## src/rtl/seg_xlate_pkg.sv

```systemverilog
// Package: shared widths, descriptor record and fault codes for the
// segment translator. Assumes a 24-bit physical space and 16-bit offsets.
package seg_xlate_pkg;
    localparam int PA_W   = 24;
    localparam int SEL_W  = 16;
    localparam int OFF_W  = 16;
    localparam int LIM_W  = 16;
    localparam int TYPE_W = 4;
    localparam int PRIV_W = 2;
    localparam int REAL_W = SEL_W + 4;

    typedef struct packed {
        logic [PA_W-1:0]   base;
        logic [LIM_W-1:0]  limit;
        logic [TYPE_W-1:0] kind;
        logic [PRIV_W-1:0] dpl;
        logic              present;
    } seg_desc_t;

    typedef enum logic [1:0] {
        FLT_NONE   = 2'd0,
        FLT_LIMIT  = 2'd1,
        FLT_ABSENT = 2'd2,
        FLT_PRIV   = 2'd3
    } seg_fault_e;
endpackage

```

## src/rtl/seg_desc_cache.sv

```systemverilog
// Module: descriptor cache. Holds N_ENT descriptors plus accessed flags.
// One asynchronous read port and one load port. A load has priority over
// an accessed-flag set to the same entry in the same cycle.
// Assumes: rst_n is synchronous and active low.
module seg_desc_cache
    import seg_xlate_pkg::*;
#(
    parameter int N_ENT = 8,
    localparam int IDX_W = $clog2(N_ENT)
) (
    input  logic             clk,
    input  logic             rst_n,
    input  logic             ld_en,
    input  logic [IDX_W-1:0] ld_idx,
    input  seg_desc_t        ld_desc,
    input  logic             set_en,
    input  logic [IDX_W-1:0] set_idx,
    input  logic [IDX_W-1:0] rd_idx,
    output seg_desc_t        rd_desc,
    output logic             rd_acc
);
    seg_desc_t        ent_q [N_ENT];
    logic [N_ENT-1:0] acc_q;

    for (genvar g = 0; g < N_ENT; g++) begin : g_ent
        // Store one entry; reset leaves it absent and clean.
        always_ff @(posedge clk) begin
            if (!rst_n) begin
                ent_q[g] <= '0;
                acc_q[g] <= 1'b0;
            end else if (ld_en && ld_idx == IDX_W'(g)) begin
                ent_q[g] <= ld_desc;
                acc_q[g] <= 1'b0;
            end else if (set_en && set_idx == IDX_W'(g)) begin
                acc_q[g] <= 1'b1;
            end
        end
    end

    // Read the addressed entry.
    always_comb begin
        rd_desc = ent_q[rd_idx];
        rd_acc  = acc_q[rd_idx];
    end

    assert_load_clears_acc_R10: assert property (@(posedge clk) disable iff (!rst_n)
        ld_en |=> !acc_q[$past(ld_idx)]);
    assert_set_marks_acc_R10: assert property (@(posedge clk) disable iff (!rst_n)
        (set_en && !(ld_en && ld_idx == set_idx)) |=> acc_q[$past(set_idx)]);
endmodule

```

## src/rtl/seg_prot_check.sv

```systemverilog
// Module: protection checks for one protected-mode access. Purely
// combinational. Order of report: not present, privilege, limit.
// Assumes: a privilege value of 0 is the most privileged.
module seg_prot_check
    import seg_xlate_pkg::*;
(
    input  seg_desc_t         desc,
    input  logic [OFF_W-1:0]  offset,
    input  logic [PRIV_W-1:0] cpl,
    output seg_fault_e        fault
);
    logic over_limit;
    logic too_weak;

    // Evaluate each check and pick the highest-ranked failure.
    always_comb begin
        over_limit = offset > desc.limit;
        too_weak   = desc.dpl < cpl;
        if (!desc.present)   fault = FLT_ABSENT;
        else if (too_weak)   fault = FLT_PRIV;
        else if (over_limit) fault = FLT_LIMIT;
        else                 fault = FLT_NONE;
    end
endmodule

```

## src/rtl/seg_addr_calc.sv

```systemverilog
// Module: forms the physical address for either mode. Real mode wraps at
// 20 bits and keeps the upper lines low. A faulting protected access
// yields address 0. Purely combinational.
module seg_addr_calc
    import seg_xlate_pkg::*;
(
    input  logic              prot,
    input  logic [SEL_W-1:0]  seg,
    input  logic [OFF_W-1:0]  offset,
    input  logic [PA_W-1:0]   base,
    input  seg_fault_e        fault,
    output logic [PA_W-1:0]   addr
);
    logic [REAL_W-1:0] real_sum;
    logic [PA_W-1:0]   prot_sum;

    // Compute both candidate addresses and select by mode.
    always_comb begin
        real_sum = {seg, 4'h0} + REAL_W'(offset);
        prot_sum = base + PA_W'(offset);
        if (!prot)                 addr = PA_W'(real_sum);
        else if (fault != FLT_NONE) addr = '0;
        else                       addr = prot_sum;
    end
endmodule

```

## src/rtl/seg_xlate_top.sv

```systemverilog
// Module: segment translator top. Holds the sticky mode flag, the
// descriptor cache and the response registers; one cycle of latency.
// Assumes: synchronous active-low reset; the load port may be used in
// any mode.
module seg_xlate_top
    import seg_xlate_pkg::*;
#(
    parameter int N_ENT = 8,
    localparam int IDX_W = $clog2(N_ENT),
    localparam int IDX_LO = 3
) (
    input  logic              clk,
    input  logic              rst_n,
    input  logic              pm_enter,
    input  logic              req_valid,
    input  logic [SEL_W-1:0]  req_sel,
    input  logic [OFF_W-1:0]  req_off,
    input  logic [PRIV_W-1:0] req_cpl,
    input  logic              ld_en,
    input  logic [IDX_W-1:0]  ld_idx,
    input  logic [PA_W-1:0]   ld_base,
    input  logic [LIM_W-1:0]  ld_limit,
    input  logic [TYPE_W-1:0] ld_type,
    input  logic [PRIV_W-1:0] ld_dpl,
    input  logic              ld_present,
    output logic              pm_active,
    output logic              rsp_valid,
    output logic [PA_W-1:0]   rsp_addr,
    output logic [1:0]        rsp_fault,
    output logic [TYPE_W-1:0] rsp_type,
    output logic              rsp_accessed
);
    logic              pm_q;
    logic [IDX_W-1:0]  sel_idx;
    seg_desc_t         ld_desc;
    seg_desc_t         cur_desc;
    logic              cur_acc;
    seg_fault_e        chk_fault;
    seg_fault_e        use_fault;
    logic [PA_W-1:0]   calc_addr;
    logic              hit_ok;

    // Pick the index field out of the selector and pack the load record.
    always_comb begin
        sel_idx = req_sel[IDX_LO +: IDX_W];
        ld_desc = '{base: ld_base, limit: ld_limit, kind: ld_type,
                    dpl: ld_dpl, present: ld_present};
        use_fault = pm_q ? chk_fault : FLT_NONE;
        hit_ok    = req_valid && pm_q && (chk_fault == FLT_NONE);
    end

    // Sticky mode flag: only reset returns the block to real mode.
    always_ff @(posedge clk) begin
        if (!rst_n)        pm_q <= 1'b0;
        else if (pm_enter) pm_q <= 1'b1;
    end

    seg_desc_cache #(.N_ENT(N_ENT)) i_cache (
        .clk     (clk),
        .rst_n   (rst_n),
        .ld_en   (ld_en),
        .ld_idx  (ld_idx),
        .ld_desc (ld_desc),
        .set_en  (hit_ok),
        .set_idx (sel_idx),
        .rd_idx  (sel_idx),
        .rd_desc (cur_desc),
        .rd_acc  (cur_acc)
    );

    seg_prot_check i_check (
        .desc   (cur_desc),
        .offset (req_off),
        .cpl    (req_cpl),
        .fault  (chk_fault)
    );

    seg_addr_calc i_addr (
        .prot   (pm_q),
        .seg    (req_sel),
        .offset (req_off),
        .base   (cur_desc.base),
        .fault  (use_fault),
        .addr   (calc_addr)
    );

    // Register the response one cycle after the request.
    always_ff @(posedge clk) begin
        if (!rst_n) begin
            rsp_valid    <= 1'b0;
            rsp_addr     <= '0;
            rsp_fault    <= FLT_NONE;
            rsp_type     <= '0;
            rsp_accessed <= 1'b0;
        end else begin
            rsp_valid <= req_valid;
            if (req_valid) begin
                rsp_addr     <= calc_addr;
                rsp_fault    <= use_fault;
                rsp_type     <= pm_q ? cur_desc.kind : '0;
                rsp_accessed <= pm_q ? cur_acc : 1'b0;
            end
        end
    end

    assign pm_active = pm_q;

    assert_real_upper_zero_R2: assert property (@(posedge clk) disable iff (!rst_n)
        (rsp_valid && !pm_active) |-> rsp_addr[PA_W-1:20] == '0);
    assert_real_no_fault_R2: assert property (@(posedge clk) disable iff (!rst_n)
        (rsp_valid && !pm_active) |-> rsp_fault == FLT_NONE);
    assert_mode_sticky_R3: assert property (@(posedge clk) disable iff (!rst_n)
        pm_active |=> pm_active);
    assert_fault_zero_addr_R11: assert property (@(posedge clk) disable iff (!rst_n)
        (rsp_valid && rsp_fault != FLT_NONE) |-> rsp_addr == '0);
    assert_rsp_follows_req_R12: assert property (@(posedge clk) disable iff (!rst_n)
        req_valid |=> rsp_valid);
    assert_no_spurious_rsp_R12: assert property (@(posedge clk) disable iff (!rst_n)
        !req_valid |=> !rsp_valid);
endmodule

```

## config.mk

```make
export PLATFORM = sky130hd
export DESIGN_NAME = seg_xlate_top
export DESIGN_NICKNAME = d
export VERILOG_FILES = /design/src/rtl/seg_xlate_pkg.sv /design/src/rtl/seg_desc_cache.sv /design/src/rtl/seg_prot_check.sv /design/src/rtl/seg_addr_calc.sv /design/src/rtl/seg_xlate_top.sv
export SDC_FILE = /design/constraint.sdc
export NUM_CORES = 1
export LEC_CHECK = 0
export BUFFER_PORTS_ARGS = -buffer_cell sky130_fd_sc_hd__buf_2
export CAP_MARGIN = 20
export CELL_PAD_IN_SITES_DETAIL_PLACEMENT = 1
export CELL_PAD_IN_SITES_GLOBAL_PLACEMENT = 2
export CORE_MARGIN = 2
export CORE_UTILIZATION = 47
export DETAILED_ROUTE_END_ITERATION = 16
export GPL_ROUTABILITY_DRIVEN = 0
export GPL_TIMING_DRIVEN = 0
export PLACE_DENSITY = 0.91
export SLEW_MARGIN = 20
export SYNTH_ARGS = -nofsm -noshare
export SYNTH_HDL_FRONTEND = slang
export SYNTH_SLANG_ARGS = --single-unit
export TNS_END_PERCENT = 1
```

## constraint.sdc

```tcl
create_clock -name clk -period 12.4 [get_ports clk]
set_input_delay 2.48 -clock clk [delete_from_list [all_inputs] [get_ports clk]]
set_output_delay 2.48 -clock clk [all_outputs]
set_load 0.05 [all_outputs]
```

==> out/metrics.yaml, run 1 <==
sta:
  clock_skew_ns: 0.0259
  maxSlewHeadroom_pct: 29.3
  rsz0062_at_grt: "no"
  finalHoldViolCount: 0
  drv_slew: 0
  fin_crit_ns: 7.50
  setup_violations: 0
  tns_ns: 0
  fmax_ghz: 0.133
  finalCritPeriodShare_pct: 60.5
  worst_pin_slew_ns: 1.06
power_and_ir_drop:
  total_power_mw: 3.51
  internal-power_mw: 2.61
  switching_share_pct: 25.7
  ir_worst_vdd_mv: 0.0796
  p_leak_nw: 8.97
  comb_power_share_pct: 13.6
  power.share.sequential_pct: 47.1
  pwr-share-clk_pct: 39.3
  powerDensity_nw_per_um2: 147
  power.switching_mw: 0.902
critical_path:
  worst_ep_required_time_ns: 12.88
  r2r_end: "rsp_addr[19]"
  cp_top_family: "compound AO/OA/AOI/OAI gates"
  cpPeakStageDelay_ns: 0.85
  critPathBufInv: 5
  rr_worst_depth: 12
  crit_arrival_ns: 7.98
  cp-start-kind: "input pin"
  crit_fanout: 10
  cp-endpoint: "rsp_addr[19]"
  endpoint_kind: "flip-flop"
  cp_num_cells: 16
  worstSetupPathType: "input pin to flip-flop"
  worstPathCellList: "buf_2 > clkbuf_1 > buf_2 > buf_1 > clkbuf_1 > mux4_2 > nand2_1 > nand2_1 > ha_1 > a211oi_1 > o211ai_1 > a221oi_1 > o211a_1 > nor2_1 > xnor2_1 > a221o_1"
  r2r_start: "i_cache.ent_q[2][24]"
  startpoint: "req_sel[4]"
  cp_slowest_cell: "a221oi_1"
  r2r_slack_ns: 8.29
die:
  coreArea_um2: 42900
  die_h_um: 212
  dieWidth_um: 212
  die_area_um2: 45000
  std_cell_rows: 76
  initial_utilization_pct: 47.5
  ios: 122
yosys:
  synth_edf_count: 376
  synth_seq_cells: 417
  ys.warnings.count: 0
  yosysUniqueCellTypes: 63
  synth.top_cell.area_share_pct: 55.5
  syn_nets: 1624
  synth-main-ff-cell: "edfxtp_1"
  synth_area_per_cell_um2: 13.7
  yosysSeqAreaShare_pct: 59.5
  netlist_area_um2: 20400
  yosysTopAreaCell: "edfxtp_1"
  netlist_instances: 1488
  synthTopCellsByArea: "edfxtp_1, and2_1, mux4_2"
  synth-async-reset-ratio_pct: 0
route:
  wirelength_um: 63100
  drt-initial-drc-count: 1271
  drt_pass1_iterations: 5
  vias: 13600
  ant_nets: 0
  wl_per_cell_um: 27.4
  route.detailed.drc: 0
  vias_per_cell: 5.89
clock_tree:
  cts.sinks: 417
  clock_latency_ns: 0.61
  cts-htree-levels: 2
  clk_pin_slew_ns: 0.06
  cts_root_buf: "clkbuf_16"
  clk_path_buf_depth: 3
  ctsResizeCount: 0
  hold_buffers: 0
  cts_tree: "yes"
  cts_setup_buffers: 0
  cts_inserted_buffers: 44
global_route:
  grt_use_total_pct: 28.8
  grt_antenna_before_repair: 6
  grt-ovfl-total: 0
  grt_max_degree: 21
  first_global_vias: 14800
  grt_pass1_wl_um: 94000
layout:
  finalNetCount: 1816
  drive_above_1_share_pct: 19.0
  most-common-layout-cells: "and2_1, edfxtp_1, buf_2"
  area_delta_synth_final_pct: 17.2
  final_common_cell: "and2_1"
place:
  portBuffers: 120
  post-dp-hpwl_um: 43900
job:
  maxCapViolations: 0
min_path:
  hold_class: "flip-flop to flip-flop"
run_status:
  status: "completed"
-- cell families (layout without fill, tap and decap cells) --
group | after synthesis | in the layout | share of synthesized area (%)
buffers and inverters | 114 | 340 | 2.50
adders and majority gates | 47 | 47 | 2.96
DFF | 417 | 417 | 59.5
xor gates and xnor gates | 25 | 25 | 1.08
and+or+nand+nor | 574 | 574 | 16.1
other | 0 | 3 | 0
muxes | 131 | 131 | 11.8
AOI/OAI and AO/OA | 180 | 180 | 6.05
-- worst min-delay path by stage --
stage / endpoint / startpoint / cells after the start
floorplan: i_cache.acc_q[2] / i_cache.acc_q[2] / 2
global route: rsp_addr[23] / rsp_addr[23] / 1
global placement: i_cache.acc_q[3] / i_cache.acc_q[3] / 2
detailed placement: rsp_addr[23] / rsp_addr[23] / 1
finish: rsp_addr[23] / rsp_addr[23] / 1
CTS: rsp_addr[23] / rsp_addr[23] / 1
-- through the flow --
stage	hold WS (ns)	area, um^2	cells	setup WS [ns]	util, %
2_1_floorplan	0.435	20400	1488	5.66	-
3_3_place_gp	0.447	21700	2193	2.06	50.6
3_5_place_dp	0.465	22400	2219	4.47	52.2
4_1_cts	0.479	23800	2299	5.02	55.6
5_1_grt	0.497	23800	2301	4.68	55.6
6_report	0.471	23800	2302	4.90	55.6
-- routing by layer --
layer | track usage [%] | vias up | part of all wire [%]
li1 | - | 5891 | -
met1 | 36.0 | 6971 | 39
met2 | 49.0 | 558 | 49
met3 | 5.21 | 142 | 7.4
met4 | 12.7 | 6 | 4.1
met5 | 0 | - | 0.057
-- power by group through the flow --
stage | Combinational, mW | Clock, mW | Sequential (mW)
2_1_floorplan | 0.261 | 0 | 1.70
3_3_place_gp | 0.421 | 0 | 1.69
3_5_place_dp | 0.467 | 0 | 1.68
4_1_cts | 0.474 | 1.39 | 1.65
5_1_grt | 0.512 | 1.43 | 1.66
6_report | 0.478 | 1.38 | 1.65
-- layout make-up --
cell class,count,area [um^2]
diodes,3,7.51
plain buffers,92,427
clock buffers,58,1190
clock inverters,22,267
fillers,4208,19000
inverters,22,82.6
multi-input cells,957,7830
flip-flops and latches,417,12100
well taps,585,732
repair buffers,146,1200
-- worst reg2reg max path: stages (launching register included) --
cell      delay, ns
edfxtp_1       0.37
mux4_2         0.46
nand2_1        0.07
and2_1         0.29
inv_1          0.08
ha_1           0.30
a211oi_1       0.42
o211ai_1       0.21
a221oi_1       0.85
o211a_1        0.39
nor2_1         0.08
xnor2_1        0.13
a221o_1        0.33
-- sequential cells by signal, indices dropped and copies added, names as in the netlist --
signal,count
i_cache.acc_q,8
i_cache.ent_q,376
pm_active,1
rsp_accessed,1
rsp_addr,24
rsp_fault,2
rsp_type,4
rsp_valid,1
-- Yosys cell counts, drive strengths merged (8+ instances only) --
| cell | number |
|---|---|
| and2 | 383 |
| edfxtp | 376 |
| mux4 | 86 |
| nand2 | 77 |
| clkbuf | 66 |
| nor2 | 52 |
| ha | 45 |
| mux2i | 44 |
| dfxtp | 41 |
| o21ai | 40 |
| a21oi | 38 |
| buf | 26 |
| inv | 20 |
| xnor2 | 20 |
| nand3 | 16 |
| nor2b | 14 |
| a221oi | 13 |
| o211ai | 11 |
| a211oi | 9 |
| o21a | 9 |
| a21o | 8 |
| a41oi | 8 |
No activity file was read; power rests on OpenSTA's default activity.
==> inputs of run 2 (changes only) <==
--- a/config.mk
+++ b/config.mk
@@ -5,16 +5,17 @@
 export SDC_FILE = /design/constraint.sdc
 export NUM_CORES = 1
 export LEC_CHECK = 0
+export ABC_AREA = 1
 export BUFFER_PORTS_ARGS = -buffer_cell sky130_fd_sc_hd__buf_2
 export CAP_MARGIN = 20
 export CELL_PAD_IN_SITES_DETAIL_PLACEMENT = 1
 export CELL_PAD_IN_SITES_GLOBAL_PLACEMENT = 2
 export CORE_MARGIN = 2
-export CORE_UTILIZATION = 47
+export CORE_UTILIZATION = 36
 export DETAILED_ROUTE_END_ITERATION = 16
 export GPL_ROUTABILITY_DRIVEN = 0
 export GPL_TIMING_DRIVEN = 0
-export PLACE_DENSITY = 0.91
+export PLACE_DENSITY = 0.82
 export SLEW_MARGIN = 20
 export SYNTH_ARGS = -nofsm -noshare
 export SYNTH_HDL_FRONTEND = slang
==> constraint.sdc (replaced) <==
create_clock -name clk -period 6.1 [get_ports clk]
set_input_delay 1.22 -clock clk [delete_from_list [all_inputs] [get_ports clk]]
set_output_delay 1.22 -clock clk [all_outputs]
set_load 0.05 [all_outputs]
==> run 2 against run 1 <==
  * Non-clock buffer count fell by 3
  * Synthesized area decreased by 4.2%
  * Total power is 98% higher
  * Critical path depth grew 6
  * Clock-buffer cell count fell by 3
  * Critical endpoint is now rsp_addr[20]
  * Largest power group unchanged
==> out/metrics.yaml, run 2 <==
run_status:
  status: "completed"
clock_tree:
  ctsResizeCount: 0  # unchanged
  clk_path_buf_depth: 3  # unchanged
  cts_tree: "yes"
  clock_latency_ns: 0.59  # -0.02 ns
  hold_buffers: 0  # unchanged
  cts_setup_buffers: 0  # unchanged
  cts_inserted_buffers: 44  # unchanged
  cts_root_buf: "clkbuf_16"
  cts-htree-levels: 2  # unchanged
  clk_pin_slew_ns: 0.06  # about the same
  cts.sinks: 417  # unchanged
yosys:
  synth_seq_cells: 417  # unchanged
  yosysTopAreaCell: "edfxtp_1"
  synthTopCellsByArea: "edfxtp_1, nor2_1, nand2_1"
  synth.top_cell.area_share_pct: 57.9  # +2.4 points
  ys_top_cells_by_count: "nor2_1, edfxtp_1, nand2_1"
  netlist_instances: 1958  # +32%
  synth_edf_count: 376  # unchanged
  syn_nets: 2094  # +29%
  netlist_area_um2: 19500  # -4.2%
  synth_most_common_cell: "nor2_1"
  yosysUniqueCellTypes: 45  # -29%
  synth-async-reset-ratio_pct: 0  # unchanged
  ys.warnings.count: 0  # unchanged
  synth_area_per_cell_um2: 9.96  # -27%
  yosysSeqAreaShare_pct: 62.1  # +2.6 points
  synth-main-ff-cell: "edfxtp_1"
critical_path:
  worst_ep_required_time_ns: 6.62  # -6.26 ns
  crit_fanout: 10  # unchanged
  cp-start-kind: "input pin"
  endpoint_kind: "flip-flop"
  crit_arrival_ns: 6.31  # -1.67 ns
  r2r_start: "i_cache.ent_q[0][23]"
  worstSetupPathType: "input pin to flip-flop"
  startpoint: "req_sel[4]"
power_and_ir_drop:
  comb_power_share_pct: 13.4  # -0.2 points
  switching_share_pct: 27.0  # +1.4 points
  internal-power_mw: 5.06  # +94%
  power.switching_mw: 1.88  # +110%
  ir_worst_vdd_mv: 0.200  # +150%
  powerDensity_nw_per_um2: 306  # +110%
  p_leak_nw: 9.07  # +1.1%
  pwr-share-clk_pct: 38.3  # -1.0 points
  power.share.sequential_pct: 48.3  # +1.2 points
sta:
  maxSlewHeadroom_pct: 22.7  # -6.6 points
  rsz0062_at_grt: "no"
  whs_ns: 0.454  # -0.0178 ns
  fin_crit_ns: 5.79
  clock_skew_ns: 0.0186  # -0.00726 ns
  fmax_ghz: 0.173
  worst_pin_slew_ns: 1.16  # +0.0990 ns
  finalCritPeriodShare_pct: 94.9
  tns_ns: 0  # unchanged
  drv_slew: 0  # unchanged
  setup_violations: 0  # unchanged
  finalHoldViolCount: 0  # unchanged
global_route:
  grt_use_total_pct: 24.6  # -4.2 points
  grt_antenna_before_repair: 0  # -6
  grt-ovfl-total: 0  # unchanged
  grt_max_degree: 38  # +81%
  first_global_vias: 16000  # +8.1%
  grt_pass1_wl_um: 102000  # +8.0%
route:
  drt_pass1_iterations: 5  # unchanged
  wirelength_um: 69400  # +10%
  vias_per_cell: 5.51  # -6.6%
  ant_nets: 0  # unchanged
  wl_per_cell_um: 24.2  # -12%
  vias: 15800  # +16%
  route.detailed.drc: 0  # unchanged
  drt-initial-drc-count: 1433  # +13%
die:
  die_area_um2: 56000  # +25%
  initial_utilization_pct: 36.3  # -11 points
  die_h_um: 237  # +12%
  dieWidth_um: 237  # +12%
  std_cell_rows: 85  # +12%
  coreArea_um2: 53700  # +25%
  ios: 122  # unchanged
layout:
  fin_area_um2: 22700  # -4.8%
  regMostFlops: "i_cache.ent_q"
  finalNetCount: 2269  # +25%
  area_delta_synth_final_pct: 16.5
  largest_register_ffs: 376  # unchanged
  final_common_cell: "nor2_1"
  n_antenna_cell: 0  # -3
  drive_above_1_share_pct: 11.3  # -7.7 points
  most-common-layout-cells: "nor2_1, edfxtp_1, nand2_1"
  top_regs: "i_cache.ent_q: 376 flops, rsp_addr: 24 flops, i_cache.acc_q: 8 flops"
min_path:
  hold_start: "rsp_addr[20]"
  hold_class: "flip-flop to flip-flop"
place:
  portBuffers: 119  # -0.83%
  place_area_um2: 21300  # -4.8%
  post-dp-hpwl_um: 48200  # +9.8%
job:
  maxCapViolations: 0  # unchanged
run 2: per-layer routing:
| layer | global-route usage (%) | share of wire, % |
|---|---|---|
| met4 | 9.11 | 3.8 |
| met5 | 0 | 0 |
| met2 | 40.9 | 47 |
| met3 | 3.64 | 7.7 |
| met1 | 32.6 | 41 |
run 2: cells by family (layout without fill, tap and decap cells):
family,Yosys count,count (layout),share of synthesized area [%]
adders and majority gates,47,47,3.09
xor gates and xnor gates,11,11,0.494
AOI/OAI and AO/OA,285,285,9.36
buffers and inverters,234,444,4.84
DFF,417,417,62.1
and+or+nand+nor,964,964,20.1
run 2: worst paths after layout:
path | endpoint | slack [ns] | cells after the start
hold reg to reg | rsp_addr[20] | 0.45 | 2
setup / recovery | rsp_addr[20] | 0.31 | 22
hold / removal | rsp_addr[20] | 0.45 | 2
setup reg to reg | rsp_addr[20] | 2.44 | 17
run 2: layout make-up:
type | count | area [um^2]
flip-flops and latches | 417 | 12100
repair buffers | 130 | 878
fillers | 6008 | 31000
inverters | 128 | 480
clock inverters | 26 | 260
clock buffers | 55 | 1140
well taps | 696 | 871
multi-input cells | 1307 | 6510
plain buffers | 105 | 459
run 2: critical path, stage by stage:
cell and delay [ns]:
buf_2 0.16, buf_4 0.21, nand2_2 0.13, inv_2 0.15, buf_2 0.30, buf_2 0.35
clkbuf_1 0.54, a22oi_1 0.18, a31oi_1 0.61, ha_1 0.34, inv_1 0.07, fa_1 0.41
nor2_1 0.16, nor2_1 0.10, o21ai_0 0.47, nand3_1 0.13, and2_1 0.21, nor2_1 0.23
nand3_1 0.11, nand2_1 0.07, nand3_1 0.07, nand2_1 0.07
run 2: through the flow:
stage / power, mW / util [%] / cells / setup slack (ns)
2_1_floorplan: 3.95 / - / 1958 / 0.919
3_3_place_gp: 4.29 / 39.0 / 2773 / -2.69
3_5_place_dp: 4.33 / 39.7 / 2784 / -0.311
4_1_cts: 6.96 / 42.3 / 2865 / 0.298
5_1_grt: 7.17 / 42.3 / 2864 / 0.0390
6_report: 6.94 / 42.3 / 2864 / 0.312
run 2: power groups by stage:
stage,combinational [mW],sequential (mW),clock (mW)
floorplan,0.500,3.45,0
global placement,0.867,3.42,0
detailed placement,0.921,3.41,0
CTS,0.926,3.35,2.68
global route,1.01,3.37,2.79
finish,0.928,3.35,2.66
